$ cat config.mk
export PLATFORM = sky130hd
export DESIGN_NAME = vic_top
export DESIGN_NICKNAME = d
export VERILOG_FILES = /design/src/rtl/vic_pkg.sv /design/src/rtl/vic_req_front.sv /design/src/rtl/vic_slot_match.sv /design/src/rtl/vic_prio_enc.sv /design/src/rtl/vic_top.sv
export SDC_FILE = /design/constraint.sdc
export NUM_CORES = 2
export LEC_CHECK = 0
export BUFFER_PORTS_ARGS = -buffer_cell sky130_fd_sc_hd__buf_2
export CELL_PAD_IN_SITES_DETAIL_PLACEMENT = 1
export CELL_PAD_IN_SITES_GLOBAL_PLACEMENT = 1
export CORE_AREA = 3 3 256 384
export CTS_BUF_LIST = sky130_fd_sc_hd__clkbuf_4
export CTS_CLUSTER_SIZE = 20
export DETAILED_ROUTE_END_ITERATION = 12
export DIE_AREA = 0 0 259 387
export GPL_TIMING_DRIVEN = 1
export PLACE_DENSITY = 0.82
export SYNTH_ARGS = -nofsm -noshare
export SYNTH_HDL_FRONTEND = slang
export SYNTH_HIERARCHICAL = 1
export SYNTH_SLANG_ARGS = --single-unit
$ cat constraint.sdc
create_clock -name clk -period 12.9 [get_ports clk]
set_input_delay 0.645 -clock clk [delete_from_list [all_inputs] [get_ports clk]]
set_output_delay 0.645 -clock clk [all_outputs]
set_load 0.005 [all_outputs]
$ cat src/rtl/vic_pkg.sv
package vic_pkg;
  localparam int unsigned DATA_W = 32;
  localparam int unsigned ADDR_W = 8;

  localparam logic [ADDR_W-1:0] A_RAW      = 8'h00;
  localparam logic [ADDR_W-1:0] A_MASKED   = 8'h01;
  localparam logic [ADDR_W-1:0] A_FAST     = 8'h02;
  localparam logic [ADDR_W-1:0] A_NORM     = 8'h03;
  localparam logic [ADDR_W-1:0] A_ENABLE   = 8'h04;
  localparam logic [ADDR_W-1:0] A_CLASS    = 8'h05;
  localparam logic [ADDR_W-1:0] A_SOFT_SET = 8'h06;
  localparam logic [ADDR_W-1:0] A_SOFT_CLR = 8'h07;
  localparam logic [ADDR_W-1:0] A_VECTOR   = 8'h08;
  localparam logic [ADDR_W-1:0] A_DEFAULT  = 8'h09;
  localparam logic [ADDR_W-1:0] A_SLOT_CTL = 8'h40;
  localparam logic [ADDR_W-1:0] A_SLOT_VEC = 8'h80;

  localparam int unsigned SLOT_EN_BIT = 5;
endpackage

$ cat src/rtl/vic_req_front.sv
module vic_req_front #(
  parameter int unsigned NUM_SRC = 32
) (
  input  logic [NUM_SRC-1:0] hw_req_i,
  input  logic [NUM_SRC-1:0] soft_req_i,
  input  logic [NUM_SRC-1:0] enable_i,
  input  logic [NUM_SRC-1:0] fast_sel_i,
  output logic [NUM_SRC-1:0] raw_o,
  output logic [NUM_SRC-1:0] masked_o,
  output logic [NUM_SRC-1:0] fast_o,
  output logic [NUM_SRC-1:0] norm_o
);
  always_comb begin
    raw_o    = hw_req_i | soft_req_i;
    masked_o = raw_o & enable_i;
    fast_o   = masked_o & fast_sel_i;
    norm_o   = masked_o & ~fast_sel_i;
  end
endmodule

$ cat src/rtl/vic_slot_match.sv
module vic_slot_match #(
  parameter int unsigned NUM_SRC  = 32,
  parameter int unsigned NUM_SLOT = 16,
  localparam int unsigned SRC_W   = $clog2(NUM_SRC)
) (
  input  logic [NUM_SRC-1:0]              norm_req_i,
  input  logic [NUM_SLOT-1:0]             slot_en_i,
  input  logic [NUM_SLOT-1:0][SRC_W-1:0]  slot_src_i,
  output logic [NUM_SLOT-1:0]             slot_hit_o
);
  for (genvar g = 0; g < NUM_SLOT; g++) begin : g_slot
    assign slot_hit_o[g] = slot_en_i[g] & norm_req_i[slot_src_i[g]];
  end
endmodule

$ cat src/rtl/vic_prio_enc.sv
module vic_prio_enc #(
  parameter int unsigned N   = 16,
  localparam int unsigned IW = (N > 1) ? $clog2(N) : 1
) (
  input  logic [N-1:0]  req_i,
  output logic          any_o,
  output logic [IW-1:0] idx_o
);
  always_comb begin
    any_o = 1'b0;
    idx_o = '0;
    for (int i = N - 1; i >= 0; i--) begin
      if (req_i[i]) begin
        any_o = 1'b1;
        idx_o = IW'(i);
      end
    end
  end
endmodule

$ cat src/rtl/vic_top.sv
module vic_top
  import vic_pkg::*;
#(
  parameter int unsigned NUM_SRC  = 32,
  parameter int unsigned NUM_SLOT = 16
) (
  input  logic               clk,
  input  logic               rst_n,
  input  logic [NUM_SRC-1:0] irq_src_i,
  input  logic               bus_wr_i,
  input  logic               bus_rd_i,
  input  logic [ADDR_W-1:0]  bus_addr_i,
  input  logic [DATA_W-1:0]  bus_wdata_i,
  output logic [DATA_W-1:0]  bus_rdata_o,
  output logic               fiq_o,
  output logic               irq_o
);
  localparam int unsigned SRC_W  = $clog2(NUM_SRC);
  localparam int unsigned IDX_W  = (NUM_SLOT > 1) ? $clog2(NUM_SLOT) : 1;
  localparam int unsigned LVL_W  = $clog2(NUM_SLOT + 1);
  localparam int unsigned SLOT_AW = $clog2(NUM_SLOT);

  logic [NUM_SRC-1:0]             en_q, cls_q, soft_q;
  logic [DATA_W-1:0]              dflt_q;
  logic [NUM_SLOT-1:0]            slot_en_q;
  logic [NUM_SLOT-1:0][SRC_W-1:0] slot_src_q;
  logic [NUM_SLOT-1:0][DATA_W-1:0] slot_vec_q;
  logic                           svc_act_q;
  logic [LVL_W-1:0]               svc_lvl_q;
  logic                           fiq_q, irq_q;

  logic [NUM_SRC-1:0]  raw_vec, masked_vec, fast_vec, norm_vec;
  logic [NUM_SLOT-1:0] slot_hit, lvl_mask;
  logic                hit_any;
  logic [IDX_W-1:0]    hit_idx;

  vic_req_front #(.NUM_SRC(NUM_SRC)) front_i (
    .hw_req_i  (irq_src_i),
    .soft_req_i(soft_q),
    .enable_i  (en_q),
    .fast_sel_i(cls_q),
    .raw_o     (raw_vec),
    .masked_o  (masked_vec),
    .fast_o    (fast_vec),
    .norm_o    (norm_vec)
  );

  vic_slot_match #(.NUM_SRC(NUM_SRC), .NUM_SLOT(NUM_SLOT)) match_i (
    .norm_req_i(norm_vec),
    .slot_en_i (slot_en_q),
    .slot_src_i(slot_src_q),
    .slot_hit_o(slot_hit)
  );

  vic_prio_enc #(.N(NUM_SLOT)) prio_i (
    .req_i(slot_hit),
    .any_o(hit_any),
    .idx_o(hit_idx)
  );

  // slots strictly above the marked level in priority
  for (genvar g = 0; g < NUM_SLOT; g++) begin : g_lvl
    assign lvl_mask[g] = (LVL_W'(g) < svc_lvl_q);
  end

  // address decode
  logic wr_slot_ctl, wr_slot_vec, rd_vec, wr_vec;
  logic [SLOT_AW-1:0] slot_sel;
  logic slot_in_range;
  assign slot_sel      = bus_addr_i[SLOT_AW-1:0];
  assign slot_in_range = ({1'b0, bus_addr_i[5:0]} < 7'(NUM_SLOT));
  assign wr_slot_ctl = bus_wr_i && (bus_addr_i[7:6] == A_SLOT_CTL[7:6]) && slot_in_range;
  assign wr_slot_vec = bus_wr_i && (bus_addr_i[7:6] == A_SLOT_VEC[7:6]) && slot_in_range;
  assign rd_vec      = bus_rd_i && (bus_addr_i == A_VECTOR);
  assign wr_vec      = bus_wr_i && (bus_addr_i == A_VECTOR);

  logic [DATA_W-1:0] vec_addr;
  assign vec_addr = hit_any ? slot_vec_q[hit_idx] : dflt_q;

  always_ff @(posedge clk) begin
    if (!rst_n) begin
      en_q       <= '0;
      cls_q      <= '0;
      soft_q     <= '0;
      dflt_q     <= '0;
      slot_en_q  <= '0;
      slot_src_q <= '0;
      slot_vec_q <= '0;
    end else if (bus_wr_i) begin
      case (bus_addr_i)
        A_ENABLE:   en_q   <= bus_wdata_i[NUM_SRC-1:0];
        A_CLASS:    cls_q  <= bus_wdata_i[NUM_SRC-1:0];
        A_SOFT_SET: soft_q <= soft_q | bus_wdata_i[NUM_SRC-1:0];
        A_SOFT_CLR: soft_q <= soft_q & ~bus_wdata_i[NUM_SRC-1:0];
        A_DEFAULT:  dflt_q <= bus_wdata_i;
        default: ;
      endcase
      if (wr_slot_ctl) begin
        slot_en_q[slot_sel]  <= bus_wdata_i[SLOT_EN_BIT];
        slot_src_q[slot_sel] <= bus_wdata_i[SRC_W-1:0];
      end
      if (wr_slot_vec) slot_vec_q[slot_sel] <= bus_wdata_i;
    end
  end

  // service level: vector read marks, vector write releases
  always_ff @(posedge clk) begin
    if (!rst_n) begin
      svc_act_q <= 1'b0;
      svc_lvl_q <= '0;
    end else if (wr_vec) begin
      svc_act_q <= 1'b0;
      svc_lvl_q <= '0;
    end else if (rd_vec) begin
      svc_act_q <= 1'b1;
      svc_lvl_q <= hit_any ? LVL_W'(hit_idx) : LVL_W'(NUM_SLOT);
    end
  end

  always_ff @(posedge clk) begin
    if (!rst_n) begin
      fiq_q <= 1'b0;
      irq_q <= 1'b0;
    end else begin
      fiq_q <= |fast_vec;
      irq_q <= svc_act_q ? |(slot_hit & lvl_mask) : |norm_vec;
    end
  end

  assign fiq_o = fiq_q;
  assign irq_o = irq_q;

  always_comb begin
    bus_rdata_o = '0;
    if (bus_rd_i) begin
      unique casez (bus_addr_i)
        A_RAW:      bus_rdata_o = DATA_W'(raw_vec);
        A_MASKED:   bus_rdata_o = DATA_W'(masked_vec);
        A_FAST:     bus_rdata_o = DATA_W'(fast_vec);
        A_NORM:     bus_rdata_o = DATA_W'(norm_vec);
        A_ENABLE:   bus_rdata_o = DATA_W'(en_q);
        A_CLASS:    bus_rdata_o = DATA_W'(cls_q);
        A_SOFT_SET: bus_rdata_o = DATA_W'(soft_q);
        A_VECTOR:   bus_rdata_o = vec_addr;
        A_DEFAULT:  bus_rdata_o = dflt_q;
        8'b01??????: if (slot_in_range) bus_rdata_o =
                       DATA_W'({slot_en_q[slot_sel], 5'(slot_src_q[slot_sel])});
        8'b10??????: if (slot_in_range) bus_rdata_o = slot_vec_q[slot_sel];
        default: ;
      endcase
    end
  end

  // fast output follows the fast-class OR one clock later
  p_fiq_tracks_r1: assert property (@(posedge clk) disable iff (!rst_n)
    1'b1 |=> (fiq_o == $past(|fast_vec)));

  // with no service level marked, normal output tracks normal requests
  p_irq_idle_r4: assert property (@(posedge clk) disable iff (!rst_n)
    !svc_act_q |=> (irq_o == $past(|norm_vec)));

  // during service, no slot hit means no normal interrupt
  p_irq_in_service_r8: assert property (@(posedge clk) disable iff (!rst_n)
    (svc_act_q && !(|slot_hit)) |=> !irq_o);

  // a vector read marks a service level
  p_vec_read_marks_r8: assert property (@(posedge clk) disable iff (!rst_n)
    (rd_vec && !wr_vec) |=> svc_act_q);

  // no slot hit returns the default address
  p_vec_default_r7: assert property (@(posedge clk) disable iff (!rst_n)
    (rd_vec && !(|slot_hit)) |-> (bus_rdata_o == dflt_q));

  // cleared software requests are gone after the write
  p_soft_clear_r9: assert property (@(posedge clk) disable iff (!rst_n)
    (bus_wr_i && bus_addr_i == A_SOFT_CLR) |=>
      ((soft_q & $past(bus_wdata_i[NUM_SRC-1:0])) == '0));
endmodule

==> summary.txt <==
Pwr
  – Leak: 0.01486 µW
  – Internal: 3323 µW
  – Sequential power share: 49.9%
  – Maximum vdd drop: 0.00008097 V
  – Gate power share: 6.6%
  – Net Sw Frac: 27.99%
  – Power Density: 97.73 nW/µm²
  – Clk pwr share: 43.5%
  – P_sw: 1292 µW

Synth
  – Yosys cell types: 76
  – Largest family of logic cells by synthesized area: multiplexers
  – Share of Yosys cell area claimed by the top area cell type: 34.03%
  – Sequential element share of the synthesized area: 34.03%
  – Prevailing post-synth register cell: dfxtp_1
  – Compound-Gate Fraction of Synth Area: 15.52%
  – Number of synthesized register bits: 744
  – Number of flops mapped to enable cells by yosys: 0
  – Post-Synth Simple-Gate Area: 17.69%
  – Largest cells by area after synthesis: dfxtp_1 (34%), mux4_2 (20%), nand2_1 (12%)
  – Xor/xnor cell area share of the yosys netlist: 0%
  – Mux cell area share after synthesis: 26.89%
  – Top cells by count, synth: nand2_1 (1388), dfxtp_1 (744), a21oi_1 (739), mux4_2 (391), clkbuf_1 (289)
  – Top-count cell post-synth: nand2_1
  – Cell area after synthesis: 43770 µm²
  – Asr flop ratio synth: 0%
  – Syn avg cell area: 8.901 µm²
  – Yosys Warn Count: 6
  – Synthesized Nets: 4997
  – Gate Count Post-Synth: 4918
  – Synth area leader: dfxtp_1
  – Synth Area in Adders: 0.08575%

GRT
  – Met1 Use GR: 42.48%
  – Pin count of the biggest net entering global routing: 205
  – GR Layer Usage met2: 59.65%
  – Met3 Use GR: 11.02%
  – Layer with the highest usage: met2
  – GRT overflow: 0
  – Initial antenna violation count: 11
  – GRT Total Usage: 38.47%
  – First-pass GRT wire length: 287500 µm
  – Vias in the first global route: 45020

Final layout
  – Area occupied by multi-input gates: 26610 µm²
  – Reg area: 14890 µm²
  – Cell area after layout: 47220 µm²
  – Share of cells above drive strength 1: 21.51%
  – P&R area growth vs syn: 7.872%
  – Fill cells: 11040
  – Nets: 4910
  – Post-Layout Cell Count: 6237

CTS
  – Clock Path Buffers: 3
  – Clock root cell: clkbuf_4
  – CTS tree: done
  – CTS clk-pin slew, worst paths: 0.07 ns
  – CTS resizes: 0
  – Worst-skew pair later-pin latency: 1.16 ns
  – Clock sinks: 744
  – Total CTS buffers: 179
  – H-tree levels: 4

Floorplan
  – Die X: 259 µm
  – Full die area: 100200 µm²
  – Die height: 387 µm
  – Starting Density: 45.85%
  – Io pins: 110
  – Core Area: 95480 µm²
  – Cell row count: 139

STA
  – Achievable Freq: 0.1137 GHz
  – Final setup violation count: 0
  – Max-slew violations: 0
  – Final hold violations: 0
  – Slew headroom: 7.887%
  – RSZ-0062 raised after global routing: no
  – Skew final: 0.05258 ns
  – Final worst setup slack: 4.108 ns
  – Minimum clock period: 8.792 ns
  – Period utilization: 68.15%
  – Hold Slack: 0.1608 ns
  – Measured slew at the worst slew-check pin: 1.379 ns
  – Setup TNS: 0 ns

Placed design
  – DP Area: 44720 µm²
  – Worst slack, placed: 5.129 ns
  – HPWL after detailed placement: 118700 µm
  – Placed insts: 5892
  – I/O Buffers: 109
  – GPL Wtd Cong: 1.007

Critical path
  – Reg-to-reg endpoint: svc_lvl_q[2]$_SDFFE_PP0P_
  – Setup CP Type: reg -> out
  – Crit path arrival time: 8.15 ns
  – Critical path peak fanout: 92
  – R2R setup slack: 7.38 ns
  – Critical Path RT: 12.26 ns
  – Reg2Reg Depth: 13
  – Critical Path Start Type: flop
  – Endpoint class of the critical path: output port

Job
  – Max cap viols: 0

Routing
  – Iteration-0 DRC Markers: 5586
  – Vias per std cell: 7.011
  – Total wire length: 196300 µm
  – Wire per inst: 31.47 µm
  – Vias: 43730
  – Routed Antenna Nets: 0
  – DRT Pass-1 Iters: 9
  – # DRC: 0

Min path
  – HP Start: bus_wdata_i[5]
  – Hold EP: slot_vec_q[453]$_SDFFE_PN0P_
  – Worst hold path cell count: 4
  – HP Class: in -> reg

Run status
  – Outcome: finished clean
==> cells by family after synthesis <==
| logic type | count (synthesis) |
|---|---|
| flops | 744 |
| fa+ha+maj | 3 |
| mux | 644 |
| simple gates | 1831 |
| compound gates | 1145 |
| buf+inv | 551 |
==> cell type report <==
| cell class | instances | share of cell area, % |
|---|---|---|
| multi-input cells | 3623 | 56.36 |
| flip-flops and latches | 744 | 31.54 |
| clock buffers | 250 | 3.975 |
| repair buffers | 255 | 3.773 |
| well taps | 1269 | 3.363 |
| clock inverters | 60 | 0.7101 |
| inverters | 28 | 0.2385 |
| diodes | 8 | 0.04240 |
==> cell usage in the layout (no fill, tap or decap), types with 13 or more instances in the layout <==
| cell | Yosys | final |
|---|---|---|
| dfxtp_1 | 744 | 744 |
| o21a_1 | 36 | 36 |
| or2_2 | 33 | 33 |
| o221ai_1 | 19 | 19 |
| a31oi_1 | 29 | 28 |
| a211oi_1 | 42 | 42 |
| nand2_1 | 1388 | 1375 |
| nor4_1 | 16 | 16 |
| inv_1 | 26 | 26 |
| nand2b_1 | 25 | 25 |
| nor2_1 | 106 | 99 |
| buf_2 | 145 | 106 |
| o21ai_0 | 45 | 45 |
| clkbuf_4 | 1 | 250 |
| mux2i_1 | 172 | 172 |
| dlygate4sd3_1 | 0 | 27 |
| nor3_1 | 23 | 13 |
| nand3_1 | 82 | 78 |
| a22oi_1 | 74 | 74 |
| mux4_1 | 22 | 22 |
| o22a_1 | 14 | 14 |
| mux2_2 | 59 | 59 |
| and2_1 | 37 | 36 |
| nor2b_1 | 53 | 46 |
| nand2_2 | 1 | 14 |
| a21oi_1 | 739 | 738 |
| buf_4 | 24 | 116 |
| mux4_2 | 391 | 391 |
| clkinv_1 | 0 | 42 |
| a221oi_1 | 15 | 15 |
| o22ai_1 | 50 | 49 |
==> registers in the layout, summed over array words and instances (netlist names), 5 cells and up, named ones only <==
name        count
cls_q          32
dflt_q         32
en_q           32
slot_en_q      16
slot_src_q     80
slot_vec_q    512
svc_lvl_q       5
==> routing by layer <==
layer	vias up	share of wire, %
li1	17600	-
met1	21670	33
met2	3195	45
met3	1252	11
met4	7	11
met5	-	0.038
==> worst max path at each step <==
stage | from | end | slack, ns
finish | flop | bus_rdata_o[2] | 4.11
global route | flop | bus_rdata_o[2] | 3.86
CTS | flop | bus_rdata_o[2] | 4.32
detailed placement | irq_src_i[25] | bus_rdata_o[2] | 5.13
global placement | irq_src_i[25] | bus_rdata_o[2] | 5.24
floorplan | irq_src_i[1] | bus_rdata_o[17] | 7.74
==> timing repair <==
action,4_1_cts,5_1_grt
hold buffers,27,0
hold endpoints to repair,499,0
endpoints found under the setup margin,0,0
setup buffers,0,0
==> power groups by stage <==
stage	registers (µW)	logic [µW]	clock network (µW)
floorplan	2350	173	0
global placement	2350	280	0
detailed placement	2350	282	0
CTS	2300	290	2020
global route	2300	308	2150
finish	2300	304	2010
==> per-stage QoR <==
step           utilization [%]  total power (µW)
2_1_floorplan                -              2525
3_3_place_gp             46.83              2634
3_5_place_dp             46.83              2637
4_1_cts                  49.43              4610
5_1_grt                  49.44              4760
6_report                 49.45              4614
==> worst max-delay path: stages (launching register included) <==
cell and delay, ns:
dfxtp_1 0.38, o21a_1 0.18, nor2b_1 1.07, mux4_2 0.45, mux2i_1 0.07, a311oi_1 0.98, a21oi_1 0.10, o311a_2 0.22
o22ai_4 0.18, buf_4 0.65, buf_12 0.52, mux4_2 0.60, nor2b_1 0.15, a211oi_1 0.27, a21oi_1 0.07, a21oi_1 0.37
a31oi_1 0.19, buf_2 0.18
(Power assumes the default switching activity.)
